--- src/rtl/fmasr_pkg.sv ---
package fmasr_pkg;

    typedef enum logic [2:0] {
        FC_ZERO = 3'd0,
        FC_DNRM = 3'd1,
        FC_NORM = 3'd2,
        FC_INF  = 3'd3,
        FC_QNAN = 3'd4,
        FC_SNAN = 3'd5
    } fclass_e;

    localparam int unsigned N_OPS = 3;
    localparam int unsigned IDX_Z = 0;
    localparam int unsigned IDX_X = 1;
    localparam int unsigned IDX_Y = 2;

endpackage

--- src/rtl/fmasr_classify.sv ---
module fmasr_classify
    import fmasr_pkg::*;
#(
    parameter int unsigned EXP_W  = 11,
    parameter int unsigned FRAC_W = 52
) (
    input  logic [EXP_W+FRAC_W:0] operand,
    output fclass_e               cls,
    output logic                  sgn
);
    localparam int unsigned W = EXP_W + FRAC_W + 1;

    logic [EXP_W-1:0]  expo;
    logic [FRAC_W-1:0] frac;

    assign expo = operand[W-2:FRAC_W];
    assign frac = operand[FRAC_W-1:0];
    assign sgn  = operand[W-1];

    always_comb begin
        if (&expo) begin
            if (frac == '0)            cls = FC_INF;
            else if (frac[FRAC_W-1])   cls = FC_QNAN;
            else                       cls = FC_SNAN;
        end else if (expo == '0) begin
            cls = (frac == '0) ? FC_ZERO : FC_DNRM;
        end else begin
            cls = FC_NORM;
        end
    end

endmodule

--- src/rtl/fmasr_nan_pick.sv ---
module fmasr_nan_pick
    import fmasr_pkg::*;
#(
    parameter int unsigned EXP_W  = 11,
    parameter int unsigned FRAC_W = 52
) (
    input  logic [EXP_W+FRAC_W:0] ops [N_OPS],
    input  fclass_e               cls [N_OPS],
    output logic                  nan_hit,
    output logic                  nan_inv,
    output logic [EXP_W+FRAC_W:0] nan_val
);
    localparam int unsigned W = EXP_W + FRAC_W + 1;
    localparam logic [W-1:0] QUIET_BIT = W'(1) << (FRAC_W - 1);

    logic           s_found, q_found;
    logic [W-1:0]   s_val, q_val;

    // Lowest index wins within each kind: z, then x, then y.
    always_comb begin
        s_found = 1'b0;
        q_found = 1'b0;
        s_val   = '0;
        q_val   = '0;
        for (int i = 0; i < int'(N_OPS); i++) begin
            if (cls[i] == FC_SNAN && !s_found) begin
                s_found = 1'b1;
                s_val   = ops[i] | QUIET_BIT;
            end
            if (cls[i] == FC_QNAN && !q_found) begin
                q_found = 1'b1;
                q_val   = ops[i];
            end
        end
    end

    assign nan_hit = s_found | q_found;
    assign nan_inv = s_found;
    assign nan_val = s_found ? s_val : q_val;

endmodule

--- src/rtl/fmasr_special.sv ---
module fmasr_special
    import fmasr_pkg::*;
#(
    parameter int unsigned EXP_W  = 11,
    parameter int unsigned FRAC_W = 52,
    parameter logic [EXP_W+FRAC_W:0] DFLT_NAN =
        {1'b0, {EXP_W{1'b1}}, 1'b1, {(FRAC_W-1){1'b0}}}
) (
    input  fclass_e               cls_z,
    input  fclass_e               cls_x,
    input  fclass_e               cls_y,
    input  logic                  sgn_z,
    input  logic                  sgn_x,
    input  logic                  sgn_y,
    input  logic [EXP_W+FRAC_W:0] op_z,
    input  logic                  neg_prod,
    input  logic                  rnd_down,
    output logic                  sp_hit,
    output logic                  sp_inv,
    output logic [EXP_W+FRAC_W:0] sp_val
);
    localparam int unsigned W = EXP_W + FRAC_W + 1;

    logic prod_sgn, prod_inf, prod_zero, z_inf, z_zero;

    assign prod_sgn  = sgn_x ^ sgn_y ^ neg_prod;
    assign prod_inf  = (cls_x == FC_INF)  || (cls_y == FC_INF);
    assign prod_zero = (cls_x == FC_ZERO) || (cls_y == FC_ZERO);
    assign z_inf     = (cls_z == FC_INF);
    assign z_zero    = (cls_z == FC_ZERO);

    always_comb begin
        sp_hit = 1'b1;
        sp_inv = 1'b0;
        sp_val = '0;
        if (prod_inf && prod_zero) begin
            sp_inv = 1'b1;
            sp_val = DFLT_NAN;
        end else if (prod_inf) begin
            if (z_inf && (sgn_z != prod_sgn)) begin
                sp_inv = 1'b1;
                sp_val = DFLT_NAN;
            end else begin
                sp_val = {prod_sgn, {EXP_W{1'b1}}, {FRAC_W{1'b0}}};
            end
        end else if (prod_zero) begin
            if (z_zero && (sgn_z != prod_sgn))
                sp_val = {rnd_down, {(W-1){1'b0}}};
            else
                sp_val = op_z;
        end else if (z_inf) begin
            sp_val = op_z;
        end else begin
            sp_hit = 1'b0;
        end
    end

endmodule

--- src/rtl/fma_special_resolver.sv ---
module fma_special_resolver
    import fmasr_pkg::*;
#(
    parameter int unsigned EXP_W  = 11,
    parameter int unsigned FRAC_W = 52,
    parameter logic [EXP_W+FRAC_W:0] DFLT_NAN =
        {1'b0, {EXP_W{1'b1}}, 1'b1, {(FRAC_W-1){1'b0}}}
) (
    input  logic                  clk,
    input  logic                  rst_n,
    input  logic [EXP_W+FRAC_W:0] op_z,
    input  logic [EXP_W+FRAC_W:0] op_x,
    input  logic [EXP_W+FRAC_W:0] op_y,
    input  logic                  neg_prod,
    input  logic                  rnd_down,
    output logic                  res_handled,
    output logic                  res_invalid,
    output logic [EXP_W+FRAC_W:0] res_value
);
    localparam int unsigned W = EXP_W + FRAC_W + 1;

    typedef struct packed {
        logic         handled;
        logic         invalid;
        logic [W-1:0] value;
        logic         started;
    } state_t;

    logic [W-1:0] ops [N_OPS];
    fclass_e      cls [N_OPS];
    logic         sgn [N_OPS];

    assign ops[IDX_Z] = op_z;
    assign ops[IDX_X] = op_x;
    assign ops[IDX_Y] = op_y;

    for (genvar g = 0; g < int'(N_OPS); g++) begin : g_cls
        fmasr_classify #(.EXP_W(EXP_W), .FRAC_W(FRAC_W)) u_cls (
            .operand (ops[g]),
            .cls     (cls[g]),
            .sgn     (sgn[g])
        );
    end

    logic         nan_hit, nan_inv;
    logic [W-1:0] nan_val;

    fmasr_nan_pick #(.EXP_W(EXP_W), .FRAC_W(FRAC_W)) u_nan (
        .ops     (ops),
        .cls     (cls),
        .nan_hit (nan_hit),
        .nan_inv (nan_inv),
        .nan_val (nan_val)
    );

    logic         sp_hit, sp_inv;
    logic [W-1:0] sp_val;

    fmasr_special #(.EXP_W(EXP_W), .FRAC_W(FRAC_W), .DFLT_NAN(DFLT_NAN)) u_sp (
        .cls_z    (cls[IDX_Z]),
        .cls_x    (cls[IDX_X]),
        .cls_y    (cls[IDX_Y]),
        .sgn_z    (sgn[IDX_Z]),
        .sgn_x    (sgn[IDX_X]),
        .sgn_y    (sgn[IDX_Y]),
        .op_z     (op_z),
        .neg_prod (neg_prod),
        .rnd_down (rnd_down),
        .sp_hit   (sp_hit),
        .sp_inv   (sp_inv),
        .sp_val   (sp_val)
    );

    state_t st_d, st_q;

    always_comb begin
        st_d         = '0;
        st_d.started = 1'b1;
        if (nan_hit) begin
            st_d.handled = 1'b1;
            st_d.invalid = nan_inv;
            st_d.value   = nan_val;
        end else if (sp_hit) begin
            st_d.handled = 1'b1;
            st_d.invalid = sp_inv;
            st_d.value   = sp_val;
        end
    end

    always_ff @(posedge clk) begin
        if (!rst_n) st_q <= '0;
        else        st_q <= st_d;
    end

    assign res_handled = st_q.handled;
    assign res_invalid = st_q.invalid;
    assign res_value   = st_q.value;

    logic any_snan, any_qnan, any_nan_free_zero_prod;
    always_comb begin
        any_snan = 1'b0;
        any_qnan = 1'b0;
        for (int i = 0; i < int'(N_OPS); i++) begin
            any_snan = any_snan | (cls[i] == FC_SNAN);
            any_qnan = any_qnan | (cls[i] == FC_QNAN);
        end
        any_nan_free_zero_prod = !any_snan && !any_qnan
            && (cls[IDX_X] == FC_ZERO || cls[IDX_Y] == FC_ZERO)
            && cls[IDX_X] != FC_INF && cls[IDX_Y] != FC_INF
            && cls[IDX_Z] != FC_ZERO;
    end


    snan_raises_invalid_chk: assert property (@(posedge clk) disable iff (!rst_n)
        st_q.started && $past(any_snan) |-> res_invalid && res_handled);


    qnan_is_quiet_chk: assert property (@(posedge clk) disable iff (!rst_n)
        st_q.started && $past(any_qnan && !any_snan) |-> !res_invalid && res_handled);


    invalid_gives_nan_chk: assert property (@(posedge clk) disable iff (!rst_n)
        res_invalid |-> (&res_value[W-2:FRAC_W]) && res_value[FRAC_W-1] && res_handled);


    zero_prod_passes_z_chk: assert property (@(posedge clk) disable iff (!rst_n)
        st_q.started && $past(any_nan_free_zero_prod) |-> res_value == $past(op_z));


    unhandled_is_clean_chk: assert property (@(posedge clk) disable iff (!rst_n)
        !res_handled |-> res_value == '0 && !res_invalid);

endmodule

--- config.mk ---
export PLATFORM = sky130hd
export DESIGN_NAME = fma_special_resolver
export DESIGN_NICKNAME = d
export VERILOG_FILES = /design/src/rtl/fmasr_pkg.sv /design/src/rtl/fmasr_classify.sv /design/src/rtl/fmasr_nan_pick.sv /design/src/rtl/fmasr_special.sv /design/src/rtl/fma_special_resolver.sv
export SDC_FILE = /design/constraint.sdc
export NUM_CORES = 1
export LEC_CHECK = 0
export BUFFER_PORTS_ARGS = -buffer_cell sky130_fd_sc_hd__buf_4
export CAP_MARGIN = 20
export CORE_ASPECT_RATIO = 1.1
export CORE_UTILIZATION = 45
export DETAILED_ROUTE_END_ITERATION = 7
export GPL_TIMING_DRIVEN = 0
export MAX_ROUTING_LAYER = met4
export PLACE_DENSITY = 0.87
export SETUP_SLACK_MARGIN = 0.5
export SYNTH_ARGS = -nofsm -noshare
export SYNTH_HDL_FRONTEND = slang
export SYNTH_SLANG_ARGS = --single-unit
--- constraint.sdc ---
create_clock -name clk -period 3.2 [get_ports clk]
set_input_delay 0.16 -clock clk [delete_from_list [all_inputs] [get_ports clk]]
set_output_delay 0.16 -clock clk [all_outputs]
set_load 0.05 [all_outputs]
# ---- After elaboration in Yosys (flattened, before gate mapping)
# Cells that the tools add are included.
dict set report word_totals {
  out_inout_bits 66
  wordCells 84
  in_bits 196
  register_bits 66
}
dict set report classes {
  n_mux 43
  eq_ne 10
  n_bitwise 3
  n_reduce_logical 25
}
# op count
set op_table {}
lappend op_table {{2-to-1 mux 64 bit} 13}
lappend op_table {{logical NOT 52 bit} 3}
lappend op_table {{2-to-1 mux 66 bit} 2}
lappend op_table {{logical NOT 11 bit} 3}
lappend op_table {{AND reduction 11 bit} 3}
lappend op_table {{2-to-1 mux 3 bit} 9}
lappend op_table {{2-to-1 mux 1 bit} 19}
lappend op_table {{equality test 3 bit (second input constant)} 6}
lappend op_table {{equality test 3 x 2 -> 1 bit (second input constant)} 3}
lappend op_table {{logical NOT 3 bit} 3}
lappend op_table {{logical AND 1 bit} 7}
lappend op_table {{logical NOT 1 bit} 4}
lappend op_table {{logical OR 1 bit} 2}
lappend op_table {{bitwise XOR 1 bit} 2}
lappend op_table {{!= test 1 bit} 1}
lappend op_table {{bitwise OR 1 bit} 1}

# ---- Logic depth before layout (Yosys ltp)
# Gate-level depths: netlist of the first run.
dict set report depth {
  depth_word 14
  ltp_mapped 10
  ltp_nobuf 7
}

# ---- Cells and area by module
# From an unflattened synthesis of the first run, not the netlist that was laid out.
dict set report hier_totals {
  hier_cells 1104
  hier_area_um2 8001.4
}
# module cells_per_inst seq_area_each_um2 area_each_um2 instances
set by_module_without_submodules {}
lappend by_module_without_submodules {fmasr_nan_pick 618 0.0 3961.3 1}
lappend by_module_without_submodules {fma_special_resolver 292 1321.3 2720.1 1}
lappend by_module_without_submodules {fmasr_special 101 0.0 670.6 1}
lappend by_module_without_submodules {fmasr_classify 31 0.0 216.5 3}

# ---- Least setup slack after synthesis of the first run
# Ideal clock, no wire load.
dict set report synth_timing {
  path_type {input to register}
  from {in op_y[20]}
  to {reg st_q (netlist bit res_value[12])}
  required_time_ps 3117
  path_buffers 1
  slack_ps 548
  arrival_ps 2570
  setup_time_ps 83
  stages 8
  path_cell_list {nor4_1 nand4_1 or4_4 a222oi_1 nand3_2 o221a_2 buf_2 o221ai_1}
}
dict set report synth_via {
  elab_chain_len 11
  word_cells_on_any_way 28
  classes_between {eq/ne: 3; mux: 17; bitwise: 1; reduce/logical: 7}
}
# element line_no
set synth_rtl {}
lappend synth_rtl {{from (decl)} fma_special_resolver.sv:13} ;# input logic [EXP_W+FRAC_W:0] op_y,
lappend synth_rtl {{logical NOT 52 bit *} {fmasr_classify.sv:22, fmasr_classify.sv:26}}
lappend synth_rtl {{2-to-1 mux 1 bit} fmasr_classify.sv:26} ;# cls = (frac == '0) ? FC_ZERO : FC_DNRM;
lappend synth_rtl {{2-to-1 mux 3 bit} fmasr_classify.sv:25} ;# end else if (expo == '0) begin
lappend synth_rtl {{2-to-1 mux 3 bit *} fmasr_classify.sv:21} ;# if (&expo) begin
lappend synth_rtl {{logical NOT 3 bit} fmasr_special.sv:28} ;# assign prod_zero = (cls_x == FC_ZERO) || (cls_y == FC_ZERO);
lappend synth_rtl {{logical OR 1 bit} --}
lappend synth_rtl {{2-to-1 mux 64 bit / 2-to-1 mux 1 bit (equally long branches)} fmasr_special.sv:46} ;# end else if (prod_zero) begin
lappend synth_rtl {{2-to-1 mux 64 bit / 2-to-1 mux 1 bit (equally long branches)} fmasr_special.sv:39} ;# end else if (prod_inf) begin
lappend synth_rtl {{2-to-1 mux 64 bit / 2-to-1 mux 1 bit (equally long branches)} fmasr_special.sv:36} ;# if (prod_inf && prod_zero) begin
lappend synth_rtl {{2-to-1 mux 66 bit} fma_special_resolver.sv:83} ;# end else if (sp_hit) begin
lappend synth_rtl {{2-to-1 mux 66 bit *} fma_special_resolver.sv:79} ;# if (nan_hit) begin
lappend synth_rtl {{to (signal assigned)} fma_special_resolver.sv:92} ;# else st_q <= st_d;
lappend synth_rtl {{to (decl)} fma_special_resolver.sv:74} ;# state_t st_d, st_q;
# Every way passes the cells marked *; elsewhere a longest branch is shown, timed or not.
# A chain may end at the register's enable or synchronous reset.

# ---- Worst setup path in the final report of the first run
dict set report layout_timing {
  from {in op_x[47]}
  to {reg st_q (netlist bit res_value[33])}
}
dict set report layout_via {
  elab_chain_len 12
  word_cells_on_any_way 36
  classes_between {eq/ne: 3; mux: 21; bitwise: 1; reduce/logical: 11}
}
# element line_no
set layout_rtl {}
lappend layout_rtl {{from (decl)} fma_special_resolver.sv:12} ;# input logic [EXP_W+FRAC_W:0] op_x,
lappend layout_rtl {{logical NOT 52 bit *} {fmasr_classify.sv:22, fmasr_classify.sv:26}}
lappend layout_rtl {{2-to-1 mux 1 bit} fmasr_classify.sv:26}
lappend layout_rtl {{2-to-1 mux 3 bit} fmasr_classify.sv:25}
lappend layout_rtl {{2-to-1 mux 3 bit *} fmasr_classify.sv:21}
lappend layout_rtl {{equality test 3 bit (on tied branches)} {fmasr_nan_pick.sv:30, fmasr_nan_pick.sv:26}}
lappend layout_rtl {{logical AND 1 bit (on tied branches)} {fmasr_nan_pick.sv:30, fmasr_nan_pick.sv:26}}
lappend layout_rtl {{2-to-1 mux 1 bit (on tied branches)} {fmasr_nan_pick.sv:30, fmasr_nan_pick.sv:26}}
lappend layout_rtl {{logical NOT 1 bit (on tied branches)} {fmasr_nan_pick.sv:30, fmasr_nan_pick.sv:26}}
lappend layout_rtl {{logical AND 1 bit (on tied branches)} {fmasr_nan_pick.sv:30, fmasr_nan_pick.sv:26}}
lappend layout_rtl {{2-to-1 mux 64 bit (tied with other cells)} fmasr_nan_pick.sv:30} ;# if (cls[i] == FC_QNAN && !q_found) begin
lappend layout_rtl {{2-to-1 mux 64 bit / bitwise OR 1 bit (equally long branches)} {fmasr_nan_pick.sv:39, fmasr_nan_pick.sv:37}}
lappend layout_rtl {{2-to-1 mux 66 bit *} fma_special_resolver.sv:79}
# Marks and branches as above.

==> results by group, run 1 <==
Clock network
  • H-tree Lvls: 3
  • TritonCTS clock tree: yes
  • TritonCTS Buffers: 9
  • Clock slew seen by the registers of the worst setup and hold paths: 80 ps
  • Clock Tree Root: clkbuf_8
  • Hold-fix buffers at CTS: 0
  • CTS max path bufs: 2
  • Clock Sinks: 66

Route
  • Final WL: 23.7 mm
  • Vias after detailed routing: 7024
  • # DRC: 0
  • Via density: 6.99
  • DR pass1 iterations: 7
  • DR WL/cell: 23.6 um
  • DRT antenna net count: 0
  • Starting DRT DRC Count: 929

Worst setup path
  • Critical path arrival: 2900 ps
  • Setup crit end kind: flip-flop
  • CP cell instances: buf_4, nor4_1, nand4_1, or4_4, buf_6, a222oi_1, nand4_1, buf_2, buf_2, o221ai_1
  • Critical path class: input pin to flip-flop
  • CP Max Fanout: 10
  • Max stage delay cell, worst path: or4_4
  • Critical Path Max Stage Delay: 520 ps
  • Endpoint required time on the critical path: 3470 ps
  • Startpoint Class: input pin

STA
  • Post-Route Hold Slack: 28.7 ps
  • Fmax: 0.380 GHz
  • Unrepaired setup endpoints after global routing: false
  • Period Utilization, post-route: 82.2%
  • Worst-Margin Slew: 847 ps
  • Final Hold Fails: 0
  • Setup TNS Final: 0 ps
  • Final period demand of the worst path: 2630 ps
  • Slew Limit Fails: 0
  • Relative slew slack: 43.0%
  • Final setup vio count: 0

Cells and area
  • Area growth from synthesis to layout: 61.4%
  • Filler instances: 741
  • Area occupied by multi-input gates: 3270 um^2
  • Share of post-route cells with drive strength above 1: 39.0%
  • Final non-filler cell total: 1005
  • Register Area: 1320 um^2
  • # nets final: 1079
  • ANT cells: 0

Global route
  • Grt total ovfl: 0
  • First-pass GRT wire length: 35.9 mm
  • Gr usage total: 45.3%
  • Initial antenna violation count: 0
  • Number of global-route vias before repair: 6620
  • Largest net degree at the start of global routing: 13

Floorplanning
  • Core footprint: 9540 um^2
  • Die X: 97.2 um
  • # IOs: 262
  • Initial Utilization: 47.0%
  • Die area: 10400 um^2
  • Num rows: 37
  • Die Span Y: 107 um

Synthesis
  • Top post-synthesis cells by area: dfxtp_1, and3_1, nor4_1, o221ai_1, a21oi_1
  • Synth cell types: 48
  • Post-synth EDFFs: 0
  • Mapped Avg Cell Area: 7.45 um^2
  • Mapped Nets: 798
  • Most common cell in the synthesized netlist: and3_1
  • FFs w/ async S/R, synth: 0%
  • Area leader, netlist: dfxtp_1
  • Post-synth top cells: and3_1, dfxtp_1, a21oi_1
  • Top FF cell, synth: dfxtp_1
  • FF+latch count, synth: 66
  • Top-area cell type share of the netlist area: 29.5%
  • Sequential fraction of the synthesis area: 29.5%
  • Synthesized instance count: 602
  • Area of the mapped netlist: 4490 um^2
  • Yosys warns: 0

Power
  • Lkg Pwr: 0.00325 uW
  • Peak VDD IR: 262 uV
  • Pwr Density: 266 nW/um^2

Placement
  • Gp weighted congestion: 0.983
  • PortBufs: 260
  • Post-placement cell count: 979
  • Final HPWL DP: 18.1 mm

Outcome
  • Outcome: completed

Min path
  • Hold Crit Class: input pin to flip-flop

Job
  • Max Cap Viol: 0
-- path summary, 6_finish.rpt --
path	startpoint	end	cells after the start
worst max-delay path	op_x[47]	res_value[33]	10
worst min-delay path	op_z[29]	res_value[29]	2
-- worst max-delay path: cells and delay by family --
| kind | cells | cell delay [ps] |
|---|---|---|
| AO/OA/AOI/OAI | 2 | 610 |
| AND/OR/NAND/NOR | 4 | 1320 |
| buffers and inverters | 4 | 810 |
-- metrics by stage --
stage | area (um^2) | total power (uW) | utilization (%) | worst slack (ps)
2_1_floorplan | 4490 | 893 | - | 548
6_report | 7240 | 1920 | 75.9 | 570
3_5_place_dp | 6580 | 1170 | 69.0 | -690
5_1_grt | 7240 | 1960 | 75.9 | 333
3_3_place_gp | 6580 | 1170 | 69.0 | -686
4_1_cts | 6960 | 1880 | 73.0 | 503
-- sequential cells by signal, indices dropped and copies added (netlist names) --
signal	cells
res_value	64
res_handled	1
res_invalid	1
-- cell usage in the layout (no fill, tap or decap), types with 3 or more instances in the layout --
master,netlist,layout
a21oi_1,52,52
dfxtp_1,66,66
clkbuf_8,0,9
o221ai_1,33,16
nor4_4,0,7
buf_6,0,4
buf_2,5,5
and3_1,97,97
a22oi_1,30,30
nor2_1,23,23
or4_1,4,3
a31o_1,15,15
a32o_1,4,4
clkbuf_2,0,4
nand4_1,13,13
o22ai_1,15,15
and2_1,3,3
clkbuf_1,47,38
inv_1,6,6
nor3_1,7,7
buf_4,1,271
nor4_1,51,35
o21ai_0,34,34
nor4_2,0,9
o221ai_4,0,3
nand2_1,50,50
o221ai_2,1,15
clkinv_2,0,3
a222oi_1,3,3
nand3_1,8,8
-- routing by layer --
| metal | GRT usage [%] | vias up | routed length [um] |
|---|---|---|---|
| met5 | - | - | 0 |
| li1 | - | 2968 | - |
| met1 | 51.5 | 3169 | 7890 |
| met2 | 76.1 | 735 | 11200 |
| met3 | 9.65 | 152 | 3200 |
| met4 | 21.9 | 0 | 1430 |
-- final cells by class --
type,instances,area share [%]
Clock inverter,7,0.951
Tap cell,117,2.02
Inverter,7,0.363
Clock buffer,9,1.71
Timing Repair Buffer,270,28.0
Sequential cell,66,18.3
Multi-Input combinational cell,475,45.2
Buffer,54,3.47
-- cell families (layout without fill, tap and decap cells) --
family | Yosys count | in the layout | share of synthesized area [%]
AND/OR/NAND/NOR | 262 | 262 | 32.4
XOR/XNOR | 3 | 3 | 0.586
flip-flops | 66 | 66 | 29.5
buffers and inverters | 61 | 347 | 5.33
AO/OA/AOI/OAI | 210 | 210 | 32.2
-- power breakdown --
| part | leakage, uW | switching, uW | internal (uW) |
|---|---|---|---|
| clock | 0.0000954 | 375 | 358 |
| sequential | 0.000531 | 0.0845 | 821 |
| combinational | 0.00263 | 186 | 183 |
-- timing repair --
action | 4_1_cts | 5_1_grt
resized for setup | 26 | 55
gates cloned | 0 | 0
buffers inserted | 5 | 5
pin swaps | 7 | 9
endpoints found under the hold margin | 0 | 0
setup endpoints to repair | 65 | 62
Note: power is estimated with default switching activity, not from simulation.
==> run 2: changes to the inputs <==
--- a/config.mk
+++ b/config.mk
@@ -5,6 +5,7 @@
 export SDC_FILE = /design/constraint.sdc
 export NUM_CORES = 1
 export LEC_CHECK = 0
+export ABC_AREA = 1
 export BUFFER_PORTS_ARGS = -buffer_cell sky130_fd_sc_hd__buf_4
 export CAP_MARGIN = 20
 export CORE_ASPECT_RATIO = 1.1
@@ -12,7 +13,7 @@
 export DETAILED_ROUTE_END_ITERATION = 7
 export GPL_TIMING_DRIVEN = 0
 export MAX_ROUTING_LAYER = met4
-export PLACE_DENSITY = 0.87
+export PLACE_DENSITY = 0.84
 export SETUP_SLACK_MARGIN = 0.5
 export SYNTH_ARGS = -nofsm -noshare
 export SYNTH_HDL_FRONTEND = slang
==> constraint.sdc (replaced) <==
create_clock -name clk -period 2.2 [get_ports clk]
set_input_delay 0.11 -clock clk [delete_from_list [all_inputs] [get_ports clk]]
set_output_delay 0.11 -clock clk [all_outputs]
set_load 0.05 [all_outputs]
==> results by group, run 2 <==
Outcome
  • Outcome: completed

Route
  • Final WL: 27.3 mm
  • DR pass1 iterations: 8
  • DR WL/cell: 15.9 um
  • Vias after detailed routing: 9378
  • Starting DRT DRC Count: 1267
  • # DRC: 0
  • DRT antenna net count: 0
  • Via density: 5.48

Clock network
  • TritonCTS Buffers: 9
  • Clock Sinks: 66
  • Clock slew seen by the registers of the worst setup and hold paths: 50 ps
  • Hold-fix buffers at CTS: 0
  • Clock Tree Root: clkbuf_16
  • CTS max path bufs: 2
  • TritonCTS clock tree: yes
  • H-tree Lvls: 3

Floorplanning
  • Initial Utilization: 46.0%
  • Core footprint: 13800 um^2
  • Num rows: 45
  • Die X: 115 um
  • # IOs: 262
  • Die area: 14600 um^2
  • Die Span Y: 127 um

Synthesis
  • FF+latch count, synth: 66
  • Mapped Nets: 1413
  • Area leader, netlist: nand2_1
  • Most common cell in the synthesized netlist: nand2_1
  • Post-synth top cells: nand2_1, nand3_1, inv_1
  • Top post-synthesis cells by area: nand2_1, dfxtp_1, nand3_1, inv_1, nor2_1
  • Yosys warns: 0
  • Post-synth EDFFs: 0
  • Area of the mapped netlist: 6350 um^2
  • Synth cell types: 33
  • Top-area cell type share of the netlist area: 23.8%
  • Sequential fraction of the synthesis area: 20.8%
  • FFs w/ async S/R, synth: 0%
  • Mapped Avg Cell Area: 5.22 um^2
  • Synthesized instance count: 1217
  • Top FF cell, synth: dfxtp_1

Placement
  • Gp weighted congestion: 1.01
  • DP Worst Slack: -280 ps
  • PortBufs: 260
  • Post-placement cell count: 1665
  • Final HPWL DP: 19.8 mm

Cells and area
  • Most frequent cells in the layout: nand2_1, buf_4, nand3_1
  • ANT cells: 0
  • Most common cell after layout, fill and taps aside: nand2_1
  • # nets final: 1715
  • Final non-filler cell total: 1712
  • Core Util, Final: 72.1%
  • Share of post-route cells with drive strength above 1: 32.3%
  • Max reg flops: 64
  • Area growth from synthesis to layout: 56.6%

Worst setup path
  • CP Max Fanout: 5
  • Endpoint required time on the critical path: 2490 ps
  • Critical path arrival: 2030 ps
  • Critical path origin: op_y[16]
  • Setup crit end kind: flip-flop
  • Critical path class: input pin to flip-flop
  • Startpoint Class: input pin

STA
  • Slew Limit Fails: 0
  • Post-Route Hold Slack: 57.1 ps
  • Final setup vio count: 0
  • Final worst-path setup slack: 458 ps
  • Period Utilization, post-route: 79.2%
  • Relative slew slack: 62.6%
  • Worst-Margin Slew: 562 ps
  • Unrepaired setup endpoints after global routing: true
  • Final Hold Fails: 0
  • Final period demand of the worst path: 1740 ps
  • Fmax: 0.574 GHz

Power
  • Peak VDD IR: 279 uV
  • Pwr Density: 333 nW/um^2
  • Power, Total: 3310 uW
  • Lkg Pwr: 0.00533 uW

Global route
  • Routing usage on met3: 7.45%
  • Initial antenna violation count: 0
  • Number of global-route vias before repair: 8580
  • Grt total ovfl: 0
  • First-pass GRT wire length: 41.1 mm
  • GR Util met2: 62.0%
  • Largest net degree at the start of global routing: 11
  • Gr busiest metal: met2
  • Met1 Use GR: 41.9%
  • Gr usage total: 37.3%

Min path
  • Hold Crit Class: input pin to flip-flop
  • Hold path startpoint: op_y[45]

Job
  • Max Cap Viol: 0
==> run 2: changes by cell type after synthesis, moves of 17 or more <==
cell | before | now
a22oi_1 | 30 | 0
and3_1 | 97 | 1
buf_2 | 5 | 27
clkbuf_1 | 47 | 26
inv_1 | 6 | 165
nand2_1 | 50 | 402
nand3_1 | 8 | 175
nor2_1 | 23 | 141
nor3_1 | 7 | 56
nor4_1 | 51 | 1
o21ai_0 | 34 | 13
o21ai_1 | 2 | 19
o221ai_1 | 33 | 0
==> run 2: final timing paths <==
path              slack, ps            end  cells past startpoint
setup / recovery        460  res_value[47]                     19
hold / removal           60  res_value[45]                      5
==> run 2: what timing repair did <==
item	4_1_cts	5_1_grt
setup endpoints to repair	65	65
setup buffers	16	14
cloned	1	0
pin swaps	48	56
resized for setup	110	156
==> run 2: layout make-up <==
type | count | area, um^2
clock inverters | 2 | 35.0
flip-flops and latches | 66 | 1320
multi-input cells | 910 | 4560
clock buffers | 14 | 264
well taps | 188 | 235
repair buffers | 291 | 2370
fillers | 1173 | 3850
plain buffers | 63 | 484
inverters | 178 | 674
==> run 2: worst max-delay path, stage by stage <==
cell and delay, ps:
buf_4 140, nor2_4 100, nand2_2 70, nor2_4 90
nand2_2 90, nor2_4 160, nand2_2 100, nand4_1 180
inv_2 90, nor2_4 130, nand2_4 80, inv_4 90
buf_8 140, buf_12 110, buf_16 110, nand2_4 40
nand3_2 70, nand2_1 50, inv_1 70
==> run 2: kinds of logic (layout without fill, tap and decap cells) <==
kind of cell	after synthesis	count (layout)	synth area share, %
AND/OR/NAND/NOR	807	807	54.3
flip-flops	66	66	20.8
AO/OA/AOI/OAI	103	103	9.52
buffers and inverters	241	548	15.4
==> run 2: power by group <==
| group | internal, uW | switching [uW] | leakage, uW |
|---|---|---|---|
| clock | 938 | 556 | 0.000147 |
| sequential | 1200 | 0.192 | 0.000531 |
| combinational | 306 | 317 | 0.00465 |
==> run 2: per-stage QoR <==
step | TNS (ps) | area, um^2
CTS | 0 | 9360
detailed placement | -9120 | 8540
floorplan | 0 | 6350
global placement | -7400 | 8540
global route | 0 | 9940
finish | 0 | 9940
==> run 2: metal layers <==
layer	routed length, um	up-vias
li1	-	4453
met1	10000	4132
met2	13000	663
met3	2950	130
met4	1310	0
met5	0	-
